`config.mk`:
```
export PLATFORM = sky130hd
export DESIGN_NAME = cdt_timer
export DESIGN_NICKNAME = d
export VERILOG_FILES = /design/src/rtl/cdt_pkg.sv /design/src/rtl/cdt_regs.sv /design/src/rtl/cdt_prescale.sv /design/src/rtl/cdt_counter.sv /design/src/rtl/cdt_timer.sv
export SDC_FILE = /design/constraint.sdc
export NUM_CORES = 1
export LEC_CHECK = 0
export BUFFER_PORTS_ARGS = -buffer_cell sky130_fd_sc_hd__buf_2
export CORE_UTILIZATION = 39
export CTS_CLUSTER_DIAMETER = 50
export CTS_CLUSTER_SIZE = 8
export DETAILED_ROUTE_END_ITERATION = 6
export PLACE_DENSITY_LB_ADDON = 0.05
export RECOVER_POWER = 25
export SLEW_MARGIN = 25
export SYNTH_ARGS = -nofsm -noshare
export SYNTH_HDL_FRONTEND = slang
export SYNTH_SLANG_ARGS = --single-unit
```
`constraint.sdc`:
```
create_clock -name clk -period 3.4 [get_ports clk]
set_input_delay 0.68 -clock clk [delete_from_list [all_inputs] [get_ports clk]]
set_output_delay 0.68 -clock clk [all_outputs]
set_load 0.02 [all_outputs]
```
`src/rtl/cdt_pkg.sv`:
```
package cdt_pkg;
  // Width of the decoded register window (32 bytes).
  localparam int WIN_W = 5;

  // Register offsets within the window.
  localparam logic [WIN_W-1:0] OFS_RELOAD = 5'h00;
  localparam logic [WIN_W-1:0] OFS_COUNT  = 5'h04;
  localparam logic [WIN_W-1:0] OFS_CTRL   = 5'h08;
  localparam logic [WIN_W-1:0] OFS_FLAG   = 5'h0C;

  // Control word bit positions.
  localparam int CTL_EN_BIT    = 0;
  localparam int CTL_AUTO_BIT  = 1;
  localparam int CTL_PRESC_LSB = 8;

  // Status word bit position.
  localparam int FLAG_BIT = 0;
endpackage

```
`src/rtl/cdt_regs.sv`:
```
module cdt_regs
  import cdt_pkg::*;
#(
  parameter int DATA_W  = 32,
  parameter int PRESC_W = 8
) (
  input  logic              clk,
  input  logic              rst,
  input  logic              bus_valid,
  input  logic              bus_write,
  input  logic [WIN_W-1:0]  win_ofs,
  input  logic [DATA_W-1:0] bus_wdata,
  input  logic [DATA_W-1:0] count,
  input  logic              expire,
  output logic [DATA_W-1:0] rdata,
  output logic [DATA_W-1:0] reload_val,
  output logic              ctrl_en,
  output logic              ctrl_auto,
  output logic [PRESC_W-1:0] presc,
  output logic              wr_cnt,
  output logic              en_rise,
  output logic              rise_fill,
  output logic              flag
);
  logic wr_any, rd_any;
  logic wr_reload, wr_ctrl, wr_flag;
  logic [DATA_W-1:0] ctrl_word;
  logic [DATA_W-1:0] count_view;
  logic [DATA_W-1:0] flag_word;
  logic [DATA_W-1:0] rd_mux;

  assign wr_any    = bus_valid && bus_write;
  assign rd_any    = bus_valid && !bus_write;
  assign wr_reload = wr_any && (win_ofs == OFS_RELOAD);
  assign wr_cnt    = wr_any && ((win_ofs == OFS_RELOAD) || (win_ofs == OFS_COUNT));
  assign wr_ctrl   = wr_any && (win_ofs == OFS_CTRL);
  assign wr_flag   = wr_any && (win_ofs == OFS_FLAG);
  assign en_rise   = wr_ctrl && !ctrl_en && bus_wdata[CTL_EN_BIT];
  assign rise_fill = en_rise && bus_wdata[CTL_AUTO_BIT];

  // Stored registers
  always_ff @(posedge clk) begin
    if (rst) begin
      reload_val <= '0;
      ctrl_en    <= 1'b0;
      ctrl_auto  <= 1'b0;
      presc      <= '0;
    end else begin
      if (wr_reload) reload_val <= bus_wdata;
      if (wr_ctrl) begin
        ctrl_en   <= bus_wdata[CTL_EN_BIT];
        ctrl_auto <= bus_wdata[CTL_AUTO_BIT];
        presc     <= bus_wdata[CTL_PRESC_LSB +: PRESC_W];
      end
    end
  end

  // Sticky status flag: an expiry outranks a clear in the same cycle.
  always_ff @(posedge clk) begin
    if (rst)                                  flag <= 1'b0;
    else if (expire)                          flag <= 1'b1;
    else if (wr_flag && bus_wdata[FLAG_BIT])  flag <= 1'b0;
  end

  // Readback views
  always_comb begin
    ctrl_word                            = '0;
    ctrl_word[CTL_EN_BIT]                = ctrl_en;
    ctrl_word[CTL_AUTO_BIT]              = ctrl_auto;
    ctrl_word[CTL_PRESC_LSB +: PRESC_W]  = presc;
    flag_word                            = '0;
    flag_word[FLAG_BIT]                  = flag;
    count_view = (ctrl_en && (count != '0)) ? count : '0;
    case (win_ofs)
      OFS_RELOAD: rd_mux = reload_val;
      OFS_COUNT:  rd_mux = count_view;
      OFS_CTRL:   rd_mux = ctrl_word;
      OFS_FLAG:   rd_mux = flag_word;
      default:    rd_mux = '0;
    endcase
  end

  always_ff @(posedge clk) begin
    if (rst)         rdata <= '0;
    else if (rd_any) rdata <= rd_mux;
  end
endmodule

```
`src/rtl/cdt_prescale.sv`:
```
module cdt_prescale #(
  parameter int PRESC_W = 8
) (
  input  logic               clk,
  input  logic               rst,
  input  logic               restart,
  input  logic               run,
  input  logic [PRESC_W-1:0] presc,
  output logic               tick
);
  logic [PRESC_W-1:0] phase;

  // A step is due once the phase has covered P+1 cycles.
  assign tick = run && (phase >= presc);

  always_ff @(posedge clk) begin
    if (rst || restart) phase <= '0;
    else if (run)       phase <= tick ? '0 : phase + 1'b1;
  end
endmodule

```
`src/rtl/cdt_counter.sv`:
```
module cdt_counter #(
  parameter int DATA_W = 32
) (
  input  logic              clk,
  input  logic              rst,
  input  logic              wr_cnt,
  input  logic [DATA_W-1:0] wdata,
  input  logic              rise_fill,
  input  logic [DATA_W-1:0] reload_val,
  input  logic              auto,
  input  logic              tick,
  output logic [DATA_W-1:0] count,
  output logic              expire
);
  localparam logic [DATA_W-1:0] ONE = DATA_W'(1);

  logic at_one;
  assign at_one = (count == ONE);
  // A bus write that lands on a step edge takes precedence and suppresses the expiry.
  assign expire = tick && at_one && !wr_cnt;

  always_ff @(posedge clk) begin
    if (rst)                             count <= '0;
    else if (wr_cnt)                     count <= wdata;
    else if (rise_fill && count == '0)   count <= reload_val;
    else if (tick) begin
      if (at_one) count <= auto ? reload_val : '0;
      else        count <= count - ONE;
    end
  end
endmodule

```
`src/rtl/cdt_timer.sv`:
```
module cdt_timer
  import cdt_pkg::*;
#(
  parameter int DATA_W  = 32,
  parameter int ADDR_W  = 12,
  parameter int PRESC_W = 8
) (
  input  logic              clk,
  input  logic              rst,
  input  logic              bus_valid,
  input  logic              bus_write,
  input  logic [ADDR_W-1:0] bus_addr,
  input  logic [DATA_W-1:0] bus_wdata,
  output logic [DATA_W-1:0] bus_rdata,
  output logic              irq
);
  logic [WIN_W-1:0]   win_ofs;
  logic               addr_unused;
  logic [DATA_W-1:0]  count_q;
  logic [DATA_W-1:0]  reload_val;
  logic               ctrl_en, ctrl_auto;
  logic [PRESC_W-1:0] presc;
  logic               wr_cnt, en_rise, rise_fill;
  logic               flag, expire, presc_tick, run;

  // Upper address bits do not take part in decoding: the window aliases.
  assign win_ofs     = bus_addr[WIN_W-1:0];
  assign addr_unused = ^bus_addr[ADDR_W-1:WIN_W];
  assign run         = ctrl_en && (count_q != '0);

  cdt_regs #(.DATA_W(DATA_W), .PRESC_W(PRESC_W)) u_regs (
    .clk(clk), .rst(rst),
    .bus_valid(bus_valid), .bus_write(bus_write),
    .win_ofs(win_ofs), .bus_wdata(bus_wdata),
    .count(count_q), .expire(expire),
    .rdata(bus_rdata), .reload_val(reload_val),
    .ctrl_en(ctrl_en), .ctrl_auto(ctrl_auto), .presc(presc),
    .wr_cnt(wr_cnt), .en_rise(en_rise), .rise_fill(rise_fill),
    .flag(flag)
  );

  cdt_prescale #(.PRESC_W(PRESC_W)) u_presc (
    .clk(clk), .rst(rst),
    .restart(wr_cnt || en_rise), .run(run),
    .presc(presc), .tick(presc_tick)
  );

  cdt_counter #(.DATA_W(DATA_W)) u_cnt (
    .clk(clk), .rst(rst),
    .wr_cnt(wr_cnt), .wdata(bus_wdata),
    .rise_fill(rise_fill), .reload_val(reload_val),
    .auto(ctrl_auto), .tick(presc_tick),
    .count(count_q), .expire(expire)
  );

  assign irq = flag;
endmodule

```
==> summary.md <==
| Metric | Value |
|---|---|
| Status | `complete, but fails checks` |
| Failing checks | `design-rule violations` |
| Final Critical Period | `3170 ps` |
| Initial antenna violation count | `0` |
| Worst-path clk slew | `50 ps` |
| Final setup viols | `0` |
| Fin nets | `852` |
| DP Wirelength | `13,400 um` |
| Post-CTS Resized | `0` |
| Number of max-cap violations | `0` |
| Largest cells by area after synthesis | `dfxtp_1 39%, nand2_1 7.9%, a22oi_1 5.2%` |
| Iter 0 DRT Violations | `522` |
| Asr flop ratio synth | `0` |
| Unrepaired setup endpoints after global routing | `false` |
| Average routed wire per standard cell | `19.6 um` |
| Area of the multi-input gates | `3240 um^2` |
| Clock Skews | `5.86 ps` |
| Synth Flop Type | `dfxtp_1` |
| Latest clock arrival within the worst-skew pair | `420 ps` |
| CTS Buffer Depth | `2` |
| Fmax | `315 MHz` |
| CP peak stage delay | `860 ps` |
| Core area | `14,700 um^2` |
| CTS tree | `done` |
| Min-delay worst type | `reg -> reg` |
| Most frequent cells in the layout | `125 x nand2_1, 115 x dfxtp_1, 41 x a22oi_1` |
| Ys Warns | `0` |
| Non-filler cells, final | `989` |
| Synthesized Nets | `779` |
| First-pass detailed-route iteration total | `7` |
| Post-CTS Setup Repair Bufs | `0` |
| Synth unique cells | `66` |
| Peak VDD IR | `0.390 mV` |
| Clk root buf | `clkbuf_16` |
| Buf+Inv Stages, Crit Path | `2` |
| Yosys top cell area share | `0.386` |
| Layout overhead on the synthesized area | `19.3%` |
| Width of the chip | `126 um` |
| Slowest CP cell | `a21oi_4` |
| Row count | `44` |
| Largest net degree at the start of global routing | `35` |
| Number of synthesized flops with an enable pin | `0` |
| DRC Markers | `11` |
| Power Density | `505 nW/um^2` |
| Design Power | `3.59 mW` |
| Placed cell count | `957` |
| Antenna diode count | `0` |
| Worst Setup End Kind | `register` |
| Sink Count | `115` |
| Area leader, netlist | `dfxtp_1` |
| Mean Syn Cell Area | `8.29 um^2` |
| # hold bufs at CTS | `0` |
| Required time worst endpoint | `3690 ps` |
| Initial Utilization | `0.405` |
| Critical Path AT | `3470 ps` |
| Final core occ | `0.484` |
| First-pass GRT wire length | `31,500 um` |
| Critical path launch point type | `register` |
| Max_slew headroom | `0.228` |
| Final WL | `19,400 um` |
| Die Height | `126 um` |
| Yosys reg bits | `115` |
| Via Count | `5,948` |
| Fin crit share | `0.934` |
| Worst-margin pin slew | `1160 ps` |
| Total Routing Usage GR | `0.257` |
| GPL Wtd Cong | `0.834` |
| Setup_tns | `0 ps` |
| Die area | `15,800 um^2` |
| Avg Vias per Cell | `6.01` |
| I/O Pins | `81` |
| Mapped cell area | `5960 um^2` |
| H-tree Lvls | `4` |
| Kind of critical path | `reg -> reg` |
| Num CTS Buffers | `17` |
| DRT antenna net count | `0` |
| IO buf count | `73` |
| Fin. Hold Viols | `0` |
| Vias in the first global route | `5,744` |
| Post-Syn Instances | `719` |
| Share of layout cells above drive strength 1 | `0.160` |
| Worst R2R Setup Slack | `230 ps` |
| Most common cell after layout, fill and taps aside | `nand2_1` |
| Sequential fraction of the synthesis area | `0.386` |
| Leakage | `2.60 nW` |
| Grt total ovfl | `0` |
| Worst Path Max Fanout | `34` |
| Critical-path cell list | `inv_1, ha_1, nand2b_1, a2111oi_0, o32ai_1, a21oi_4, a21o_1, buf_4, o221ai_1` |
| Slew Viols, Final | `0` |
| Register Area | `2300 um^2` |
| Fillers | `1,470` |
| CP delay by family, top | `compound AO/OA/AOI/OAI gates` |
state kept, by name (all words and copies together), names as in the netlist:
name               count
u_regs.ctrl_en         1
u_presc.phase          8
u_regs.flag            1
u_regs.reload_val     32
u_regs.presc           8
u_regs.ctrl_auto       1
u_cnt.count           32
u_regs.rdata          32
through the flow:
stage          hold slack (ps)  area [um^2]  setup slack [ps]
6_report                   448         7110               226
5_1_grt                    479         7110              4.31
4_1_cts                    450         7160               270
3_5_place_dp               437         6580               327
3_3_place_gp               431         6580               321
2_1_floorplan              444         5960               769
kinds of logic after synthesis:
logic type | Yosys count | synth area share
compound gates | 232 | 0.288
fa+ha+maj | 12 | 0.0252
xor+xnor | 5 | 0.00735
buf+inv | 98 | 0.0725
flops | 115 | 0.386
simple gates | 246 | 0.202
mux | 11 | 0.0185
metal layers:
metal	vias to the layer above	part of all wire	global-route usage
met5	-	0	0
met4	0	0.0095	0.0832
met3	14	0.059	0.0513
met2	227	0.46	0.402
met1	2873	0.47	0.353
li1	2834	-	-
where the power goes:
part	total [mW]	internal, mW	switching [mW]
Combinational	0.462	0.183	0.278
Sequential	1.37	1.36	0.0122
Clock	1.76	1.13	0.630
cells in the mapped netlist (all sizes together) (11+ instances only):
library cell,n
nand2,125
dfxtp,115
clkbuf,44
a21oi,42
a22oi,41
inv,40
o21ai,37
nor2,34
o32ai,25
nor3,20
a222oi,18
buf,14
ha,12
nor4,12
a221oi,11
mux2i,11
tightest hold or removal path, delay by kind of cell, from the launching register on:
family          cells  cell delay (ps)
flops               1              320
compound gates      1               50
simple gates        1               40
final timing paths:
check	depth (start not counted)	start	endpoint
worst max-delay path	9	u_presc.phase[0]	u_cnt.count[2]
worst min-delay path	2	u_regs.rdata[16]	u_regs.rdata[16]
worst max register to register	9	u_presc.phase[0]	u_cnt.count[2]
worst min register to register	2	u_regs.rdata[16]	u_regs.rdata[16]
cell type report:
class,instances,share of cell area
well taps,184,0.0324
multi-input cells,506,0.455
clock inverters,9,0.0146
clock buffers,23,0.0672
flip-flops and latches,115,0.324
repair buffers,112,0.0855
inverters,40,0.0211
Note: power is estimated with default switching activity, not from simulation.
